--- config.mk ---
export PLATFORM = sky130hd
export DESIGN_NAME = jtag_tck_shifter
export DESIGN_NICKNAME = d
export VERILOG_FILES = /design/src/rtl/jtag_shift_pkg.sv /design/src/rtl/jsh_phase_timer.sv /design/src/rtl/jsh_out_shifter.sv /design/src/rtl/jsh_capture.sv /design/src/rtl/jtag_tck_shifter.sv
export SDC_FILE = /design/constraint.sdc
export NUM_CORES = 1
export LEC_CHECK = 0
export ABC_AREA = 1
export ABC_CLOCK_PERIOD_IN_PS = 5350
export BUFFER_PORTS_ARGS = -buffer_cell sky130_fd_sc_hd__buf_2
export CORE_MARGIN = 2
export CORE_UTILIZATION = 60
export DETAILED_ROUTE_END_ITERATION = 16
export GPL_ROUTABILITY_DRIVEN = 0
export PLACE_DENSITY = 0.94
export SLEW_MARGIN = 20
export SYNTH_ARGS = -nofsm -noshare
export SYNTH_HDL_FRONTEND = slang
export SYNTH_SLANG_ARGS = --single-unit
--- constraint.sdc ---
create_clock -name clk -period 5.35 [get_ports clk]
set_input_delay 0.2675 -clock clk [delete_from_list [all_inputs] [get_ports clk]]
set_output_delay 0.2675 -clock clk [all_outputs]
set_load 0.05 [all_outputs]
--- src/rtl/jtag_shift_pkg.sv ---
package jtag_shift_pkg;

    typedef enum logic [1:0] {
        ST_IDLE = 2'd0,
        ST_LOW  = 2'd1,
        ST_HIGH = 2'd2
    } eng_state_t;

endpackage

--- src/rtl/jsh_phase_timer.sv ---
module jsh_phase_timer #(
    parameter int PHASE_W  = 12,
    parameter int TICK_DIV = 1
) (
    input  logic               clk,
    input  logic               rst_n,
    input  logic               load,
    input  logic [PHASE_W-1:0] load_val,
    output logic               expire
);
    logic [PHASE_W-1:0] cnt_q;
    logic               tick;

    generate
        if (TICK_DIV == 1) begin : g_direct
            assign tick = 1'b1;
        end else begin : g_prescale
            localparam int PRE_W = $clog2(TICK_DIV);
            localparam logic [PRE_W-1:0] PRE_LAST = PRE_W'(TICK_DIV - 1);
            localparam logic [PRE_W-1:0] PRE_ONE  = PRE_W'(1);
            logic [PRE_W-1:0] pre_q;

            always_ff @(posedge clk or negedge rst_n) begin
                if (!rst_n)
                    pre_q <= '0;
                else if (load || pre_q == PRE_LAST)
                    pre_q <= '0;
                else
                    pre_q <= pre_q + PRE_ONE;
            end

            assign tick = (pre_q == PRE_LAST);
        end
    endgenerate

    localparam logic [PHASE_W-1:0] CNT_ONE = PHASE_W'(1);

    always_ff @(posedge clk or negedge rst_n) begin
        if (!rst_n)
            cnt_q <= '0;
        else if (load)
            cnt_q <= load_val;
        else if (tick && cnt_q != '0)
            cnt_q <= cnt_q - CNT_ONE;
    end

    assign expire = tick && (cnt_q == '0);

endmodule

--- src/rtl/jsh_out_shifter.sv ---
module jsh_out_shifter #(
    parameter int MAX_BITS = 32
) (
    input  logic                clk,
    input  logic                rst_n,
    input  logic                load,
    input  logic                advance,
    input  logic [MAX_BITS-1:0] tms_in,
    input  logic [MAX_BITS-1:0] tdi_in,
    output logic                tms_bit,
    output logic                tdi_bit
);
    logic [MAX_BITS-1:0] tms_sr_q;
    logic [MAX_BITS-1:0] tdi_sr_q;

    always_ff @(posedge clk or negedge rst_n) begin
        if (!rst_n) begin
            tms_sr_q <= '0;
            tdi_sr_q <= '0;
            tms_bit  <= 1'b0;
            tdi_bit  <= 1'b0;
        end else if (load) begin
            tms_bit  <= tms_in[0];
            tdi_bit  <= tdi_in[0];
            tms_sr_q <= tms_in >> 1;
            tdi_sr_q <= tdi_in >> 1;
        end else if (advance) begin
            tms_bit  <= tms_sr_q[0];
            tdi_bit  <= tdi_sr_q[0];
            tms_sr_q <= tms_sr_q >> 1;
            tdi_sr_q <= tdi_sr_q >> 1;
        end
    end

endmodule

--- src/rtl/jsh_capture.sv ---
module jsh_capture #(
    parameter int MAX_BITS = 32,
    parameter int IDX_W    = 5
) (
    input  logic                clk,
    input  logic                rst_n,
    input  logic                clear,
    input  logic                sample,
    input  logic [IDX_W-1:0]    idx,
    input  logic                tdo_in,
    output logic [MAX_BITS-1:0] result
);
    always_ff @(posedge clk or negedge rst_n) begin
        if (!rst_n)
            result <= '0;
        else if (clear)
            result <= '0;
        else if (sample)
            result[idx] <= tdo_in;
    end

endmodule

--- src/rtl/jtag_tck_shifter.sv ---
module jtag_tck_shifter
    import jtag_shift_pkg::*;
#(
    parameter int MAX_BITS = 32,
    parameter int PHASE_W  = 12,
    parameter int TICK_DIV = 1,
    localparam int CNT_W   = $clog2(MAX_BITS + 1),
    localparam int IDX_W   = (MAX_BITS > 1) ? $clog2(MAX_BITS) : 1
) (
    input  logic                clk,
    input  logic                rst_n,
    input  logic                cfg_we,
    input  logic [PHASE_W-1:0]  cfg_low_len,
    input  logic [PHASE_W-1:0]  cfg_high_len,
    input  logic                start,
    input  logic [CNT_W-1:0]    bit_count,
    input  logic [MAX_BITS-1:0] tms_vec,
    input  logic [MAX_BITS-1:0] tdi_vec,
    output logic [MAX_BITS-1:0] tdo_vec,
    output logic                busy,
    output logic                done,
    output logic                tck,
    output logic                tms,
    output logic                tdi,
    input  logic                tdo
);
    localparam logic [CNT_W-1:0] CNT_ONE = CNT_W'(1);
    localparam logic [CNT_W-1:0] CNT_MAX = CNT_W'(MAX_BITS);

    eng_state_t         state_q, state_d;
    logic [PHASE_W-1:0] low_len_q, high_len_q;
    logic [CNT_W-1:0]   count_q, idx_q;
    logic               tck_q, done_q;
    logic               expire, tmr_load;
    logic [PHASE_W-1:0] tmr_val;
    logic               go, last_bit;

    assign go       = (state_q == ST_IDLE) && start &&
                      (bit_count != '0) && (bit_count <= CNT_MAX);
    assign last_bit = (idx_q == count_q - CNT_ONE);

    // phase length registers, writable only when idle
    always_ff @(posedge clk or negedge rst_n) begin
        if (!rst_n) begin
            low_len_q  <= '0;
            high_len_q <= '0;
        end else if (cfg_we && state_q == ST_IDLE) begin
            low_len_q  <= cfg_low_len;
            high_len_q <= cfg_high_len;
        end
    end

    // state register
    always_ff @(posedge clk or negedge rst_n) begin
        if (!rst_n)
            state_q <= ST_IDLE;
        else
            state_q <= state_d;
    end

    // next state
    always_comb begin
        state_d = state_q;
        unique case (state_q)
            ST_IDLE: if (go)     state_d = ST_LOW;
            ST_LOW:  if (expire) state_d = ST_HIGH;
            ST_HIGH: if (expire) state_d = last_bit ? ST_IDLE : ST_LOW;
            default:             state_d = ST_IDLE;
        endcase
    end

    // timer control
    always_comb begin
        tmr_load = 1'b0;
        tmr_val  = low_len_q;
        unique case (state_q)
            ST_IDLE: tmr_load = go;
            ST_LOW: begin
                tmr_load = expire;
                tmr_val  = high_len_q;
            end
            ST_HIGH: tmr_load = expire && !last_bit;
            default: tmr_load = 1'b0;
        endcase
    end

    // registered outputs and bit bookkeeping
    always_ff @(posedge clk or negedge rst_n) begin
        if (!rst_n) begin
            tck_q   <= 1'b0;
            done_q  <= 1'b0;
            count_q <= '0;
            idx_q   <= '0;
        end else begin
            done_q <= 1'b0;
            unique case (state_q)
                ST_IDLE: begin
                    tck_q <= 1'b0;
                    if (go) begin
                        count_q <= bit_count;
                        idx_q   <= '0;
                    end
                end
                ST_LOW: if (expire) tck_q <= 1'b1;
                ST_HIGH: if (expire) begin
                    tck_q <= 1'b0;
                    if (last_bit) done_q <= 1'b1;
                    else          idx_q  <= idx_q + CNT_ONE;
                end
                default: tck_q <= 1'b0;
            endcase
        end
    end

    jsh_phase_timer #(.PHASE_W(PHASE_W), .TICK_DIV(TICK_DIV)) u_timer (
        .clk      (clk),
        .rst_n    (rst_n),
        .load     (tmr_load),
        .load_val (tmr_val),
        .expire   (expire)
    );

    jsh_out_shifter #(.MAX_BITS(MAX_BITS)) u_shift (
        .clk     (clk),
        .rst_n   (rst_n),
        .load    (go),
        .advance ((state_q == ST_HIGH) && expire && !last_bit),
        .tms_in  (tms_vec),
        .tdi_in  (tdi_vec),
        .tms_bit (tms),
        .tdi_bit (tdi)
    );

    jsh_capture #(.MAX_BITS(MAX_BITS), .IDX_W(IDX_W)) u_cap (
        .clk    (clk),
        .rst_n  (rst_n),
        .clear  (go),
        .sample ((state_q == ST_LOW) && expire),
        .idx    (idx_q[IDX_W-1:0]),
        .tdo_in (tdo),
        .result (tdo_vec)
    );

    assign busy = (state_q != ST_IDLE);
    assign tck  = tck_q;
    assign done = done_q;

    // no clock activity while idle
    assert_tck_idle_low_R9: assert property (@(posedge clk) disable iff (!rst_n)
        !busy |-> !tck);

    // outputs move only at a falling edge or at transfer acceptance
    assert_out_on_fall_R4: assert property (@(posedge clk) disable iff (!rst_n)
        (!$stable(tms) || !$stable(tdi)) |-> ($fell(tck) || $rose(busy)));

    // done is a single-cycle pulse
    assert_done_pulse_R8: assert property (@(posedge clk) disable iff (!rst_n)
        done |=> !done);

    // done coincides with TCK low and busy cleared
    assert_done_idle_R8: assert property (@(posedge clk) disable iff (!rst_n)
        done |-> (!busy && !tck && $fell(tck)));

    // phase lengths frozen across a transfer
    assert_cfg_frozen_R7: assert property (@(posedge clk) disable iff (!rst_n)
        (busy && $past(busy)) |-> ($stable(low_len_q) && $stable(high_len_q)));

endmodule

# Yosys cells after proc, flatten, opt, wreduce, memory -nomap -nowiden
# Index checks and enable logic that the tools add are counted.
[totals]
register_bits = 150
inputBits = 99
out_inout_bits = 37
word_cells = 81
[classes]
add_sub_neg = 3
n_lt_le_gt_ge = 3
n_eq_ne = 7
mux = 32
n_reduce_logical = 23
[op_table]
columns = ["op", "n"]
rows = [
  ["32-bit two-way mux", 6],
  ["12-bit two-way mux", 3],
  ["32-bit bitwise mux", 1],
  ["6-bit two-way mux", 3],
  ["12-bit zero test", 1],
  ["6-bit one-hot mux with 2 select lines", 1],
  ["12-bit nonzero test", 1],
  ["12-bit by 1-bit subtractor with 12-bit output, second input constant", 1],
  ["1-bit two-way mux", 11],
  ["2-bit nonzero test", 5],
  ["1-bit logical AND", 9],
  ["2-bit inequality test, second input constant", 4],
  ["6-bit by 1-bit adder with 6-bit output, second input constant", 1],
  ["6-bit == test", 1],
  ["6-bit less-or-equal comparator, second input constant", 1],
  ["5-bit by 6-bit less-than comparator with 1-bit output, second input constant", 1],
  ["2-bit two-way mux", 3],
  ["2-bit one-hot mux with 3 select lines", 1],
  ["6-bit nonzero test", 1],
  ["6-bit by 1-bit subtractor with 6-bit output, second input constant", 1],
  ["1-bit demux with 5-bit select", 1],
  ["5-bit by 1-bit greater-or-equal comparator with 1-bit output, second input constant", 1],
  ["2-bit AND reduction", 2],
  ["4-bit AND reduction", 1],
  ["7 further kinds", 7],
]

# Depth between registers and ports, before layout
[logic_depth]
ltp_word = 7
ltp_mapped = 14
ltp_nobuf = 13

# Cells and area by module
# From an unflattened synthesis, not the netlist that was laid out.
[hier_totals]
hier_cells = 977
hier_area_um2 = 7581.0
[by_module_without_submodules]
columns = ["module", "instances", "cells_per_inst", "area_each_um2", "seq_area_each_um2"]
rows = [
  ["jsh_out_shifter", 1, 346, 2872.8, 1601.5],
  ["jtag_tck_shifter", 1, 241, 2079.5, 1001.0],
  ["jsh_capture", 1, 268, 1794.2, 800.8],
  ["jsh_phase_timer", 1, 122, 834.6, 300.3],
]

# Worst setup path before layout
# Ideal clock, no wire load.
[synth_timing]
path_kind = "reg-to-reg"
start = "reg count_q[0]"
end = "reg u_shift.tdi_sr_q[11]"
arrival_time_ps = 1736
required_time_ps = 5220
setup_slack_ps = 3484
stages_incl_launch_ff = 10
n_path_buf = 2
period_less_slack_ps = 1866
path_cell_list = "dfrtp_1 -> inv_1 -> ha_1 -> xnor2_1 -> nor2_1 -> nand3_1 -> o21ai_4 -> buf_2 -> buf_4 -> o211ai_1"
[synth_between]
elab_chain_len = 5
[synth_rtl]
columns = ["element", "line", "text"]
rows = [
  ["start: declaration", "jtag_tck_shifter.sv:32", "logic [CNT_W-1:0] count_q, idx_q;"],
  ["start signal: assignment", "jtag_tck_shifter.sv:100", "count_q <= bit_count;"],
  ["6-bit by 1-bit subtractor with 6-bit output", "jtag_tck_shifter.sv:40", "assign last_bit = (idx_q == count_q - CNT_ONE);"],
  ["6-bit == test", "jtag_tck_shifter.sv:40", ""],
  ["1-bit zero test", "jtag_tck_shifter.sv:127", ".advance ((state_q == ST_HIGH) && expire && !last_bit),"],
  ["1-bit logical AND", "jtag_tck_shifter.sv:127", ""],
  ["2-bit nonzero test (no line)", "--", ""],
  ["end signal: assignment", "jsh_out_shifter.sv:26", "tdi_sr_q <= tdi_in >> 1;"],
  ["end signal: assignment", "jsh_out_shifter.sv:31", "tdi_sr_q <= tdi_sr_q >> 1;"],
  ["end: declaration", "jsh_out_shifter.sv:14", "logic [MAX_BITS-1:0] tdi_sr_q;"],
]
# Every way passes these cells.
# A chain may end at the register's enable or synchronous reset.

# Worst setup path after layout
[layout_timing]
start = "reg state_q[0]"
end = "reg u_shift.tdi_sr_q[6]"
[layout_between]
elab_chain_len = 5
elab_cells_between_ends = 9
[layout_rtl]
columns = ["element", "line", "text"]
rows = [
  ["start: declaration", "jtag_tck_shifter.sv:30", "eng_state_t state_q, state_d;"],
  ["start signal: assignment", "jtag_tck_shifter.sv:58", "state_q <= state_d;"],
  ["2-bit zero test", "jtag_tck_shifter.sv:38", "assign go = (state_q == ST_IDLE) && start &&"],
  ["1-bit logical AND (2 in a row)", "jtag_tck_shifter.sv:38", ""],
  ["1-bit logical AND", "jtag_tck_shifter.sv:39", "(bit_count != '0) && (bit_count <= CNT_MAX);"],
  ["32-bit two-way mux or 2-bit nonzero test (tied branches)", "--", ""],
]
# Several ways; a longest one is shown, not always the timed one.

==> results.txt <==
Outcome: complete, no violations
Post-synthesis xor/xnor area fraction: 0.0129
Flops & latches, synth: 148
R2R Setup Slk: 2.35 ns
Timing endpoint of the critical path: u_shift.tdi_sr_q[6]$_DFFE_PN0P_
Post-CTS Setup Repair Bufs: 0
Fin. Hold Viols: 0
DR WL/cell: 14.6 um
Port bufs: 135
Worst skew pair latency: 0.42 ns
Pins Over Slew Limit: 0
Starting Density: 0.617
Placed Cells: 1215
Multiplexer area fraction after synthesis: 0.0197
FF-to-FF Start: state_q[0]$_DFFE_PN0P_
Largest net degree at the start of global routing: 96
Critical path origin: state_q[0]$_DFFE_PN0P_
Worst-margin pin slew: 1.06 ns
Worst min path class: input pin to flip-flop
Most instantiated cells after synthesis: 262 x nand2_1, 148 x dfrtp_1, 112 x inv_1, 104 x nor2_1, 86 x o21ai_0
Dpl hpwl: 11400 um
Max Freq: 333 MHz
CTS buffer count: 17
Final setup skew: 0.00793 ns
Main flop type after synthesis: dfrtp_1
CP Class: flip-flop to flip-flop
Core area: 12100 um2
Crit-path max FO: 49
Die height: 115 um
Post-cts sizing count: 0
Pwr Density: 283 nW/um2
Peak VDD IR: 0.000248 V
Largest family of logic cells by synthesized area: simple AND/OR/NAND/NOR gates
Register area share after synthesis: 0.498
Fin nets: 1173
Final WL: 18200 um
CTS root buf: clkbuf_16
I/O pin cnt: 136
Post-synthesis cell area: 7440 um2
Detail Route Antenna Nets: 0
First-pass GRT wire length: 29800 um
Cell count of the worst reg-to-reg path: 8
Non-filler cells, final: 1247
Slew Limit Headroom: 0.295
Synth area leaders: dfrtp_1 50%, nand2_1 13%, o21ai_0 5.8%
Cell Area, Placed: 8150 um2
Number of global-route vias before repair: 6453
Number of flops mapped to enable cells by yosys: 0
Synth Area in Adders: 0.0118
Unique masters post-synth: 27
DRT Pass-1 Iters: 5
# diodes: 0
Clock transition at the registers of the reported paths: 0.06 ns
Worst EP arrival: 3.29 ns
Period utilization: 0.561
Layout cells sized above 1: 0.180
# rows: 40
Critical path startpoint category: flip-flop
Mean post-synth cell area: 7.78 um2
Finished Cell Area: 8810 um2
Worst EP required: 5.64 ns
Vias per cell: 5.49
CTS tree: done
CTS max path bufs: 2
Syn. warnings: 0
Post-layout min period: 3.00 ns
MaxCap Viol Count: 0
Vias: 6844
Post-Syn Instances: 956
Simple-gate share of the synthesized area: 0.241
Gr usage total: 0.286
Final Setup Violations: 0
RR Endpoint: u_shift.tdi_sr_q[6]$_DFFE_PN0P_
DRC Markers: 0
RSZ-0062 raised after global routing: false
Syn Nets: 1062
Clk sinks: 148
Iteration-0 DRC Markers: 905
Die width: 115 um
Initial antenna violation count: 0
Compound-Gate Fraction of Synth Area: 0.128
P&R area growth vs syn: 18.4%
Critical Path End Type: flip-flop
H-tree depth: 4
Ys async rst share: 1.00
Most common cell in the netlist: nand2_1
Total global routing overflow: 0
Synth top area share: 0.498
Setup TNS: 0 ns
Leak pwr: 4.65 nW
Die area: 13300 um2
Cell accounting for the most synthesized area: dfrtp_1
cell usage in the layout (no fill, tap or decap), drive strengths merged:
cell type and count:
nor4 32, xnor2 4, nand4 4, nand3 28, buf 140, ha 7, o21ai 93, mux2 13
bufinv 5, a21oi 49, clkbuf 21, dlygate4sd3 1, o211ai 31, dfrtp 148, or2 1, xor2 7
clkinv 5, inv 116, nor3 4, nand2 264, nor2 106
critical path, stage by stage, from the launching register on:
cell and delay, ns:
dfrtp_1 0.40, nor2_1 0.23, nand2_1 0.13, nor2_4 0.83
inv_2 0.10, nand2_2 0.59, inv_4 0.33, nand2_1 0.14
nand2_1 0.09
worst min path at each step:
stage | depth (start not counted) | start | end
6_report | 3 | bit_count[2] | count_q[2]$_DFFE_PN0P_
5_1_grt | 2 | cfg_high_len[6] | high_len_q[6]$_DFFE_PN0P_
4_1_cts | 3 | tms_vec[16] | u_shift.tms_sr_q[15]$_DFFE_PN0P_
3_5_place_dp | 1 | rst_n | u_shift.tms_sr_q[7]$_DFFE_PN0P_
3_3_place_gp | 1 | rst_n | u_shift.tms_sr_q[9]$_DFFE_PN0P_
2_1_floorplan | 0 | rst_n | count_q[0]$_DFFE_PN0P_
final cells by class:
type	count	area [um2]
tap	168	210
inverter	116	438
clock buffer	21	460
fill	881	3260
clock inverter	10	179
sequential	148	3700
multi-input combinational	643	3090
timing repair buffer	141	729
stage by stage:
| stage | hold slack (ns) | total power, mW | utilization | worst slack [ns] |
|---|---|---|---|---|
| 4_1_cts | 0.0590 | 2.50 | 0.730 | 2.42 |
| 5_1_grt | 0.0632 | 2.56 | 0.730 | 2.06 |
| 3_5_place_dp | 0.411 | 1.21 | 0.676 | 2.31 |
| 6_report | 0.0691 | 2.49 | 0.730 | 2.35 |
| 2_1_floorplan | -0.0281 | 1.15 | - | 3.48 |
| 3_3_place_gp | 0.418 | 1.21 | 0.676 | 2.39 |
power breakdown:
group	leakage [nW]	internal, mW	switching [mW]
clock network	0.317	0.847	0.453
logic	2.55	0.0288	0.0419
registers	1.78	1.12	0
cell families (layout without fill, tap and decap cells):
logic type,Yosys count,after routing
AOI/OAI and AO/OA,173,173
DFF,148,148
muxes,13,13
adders and majority gates,7,7
buffers and inverters,165,288
xor gates and xnor gates,11,11
and+or+nand+nor,439,439
sequential cells by signal, indices dropped and copies added, names as in the netlist:
register	cells
u_cap.result	32
u_shift.tdi_sr_q	31
u_shift.tms_sr_q	31
high_len_q	12
low_len_q	12
u_timer.cnt_q	12
count_q	6
idx_q	6
state_q	2
done	1
tck	1
u_shift.tdi_bit	1
u_shift.tms_bit	1
per-layer routing:
layer	up-vias	track usage	wire length, um
met4	0	0.0980	453
li1	3302	-	-
met1	3171	0.383	7860
met2	323	0.461	8560
met5	-	0	0
met3	48	0.0675	1330
timing repair:
action                     CTS  global route
hold buffers                 1             0
setup endpoints to repair    0             0
hold endpoints to repair    93             0
Note: power is estimated with default switching activity, not from simulation.
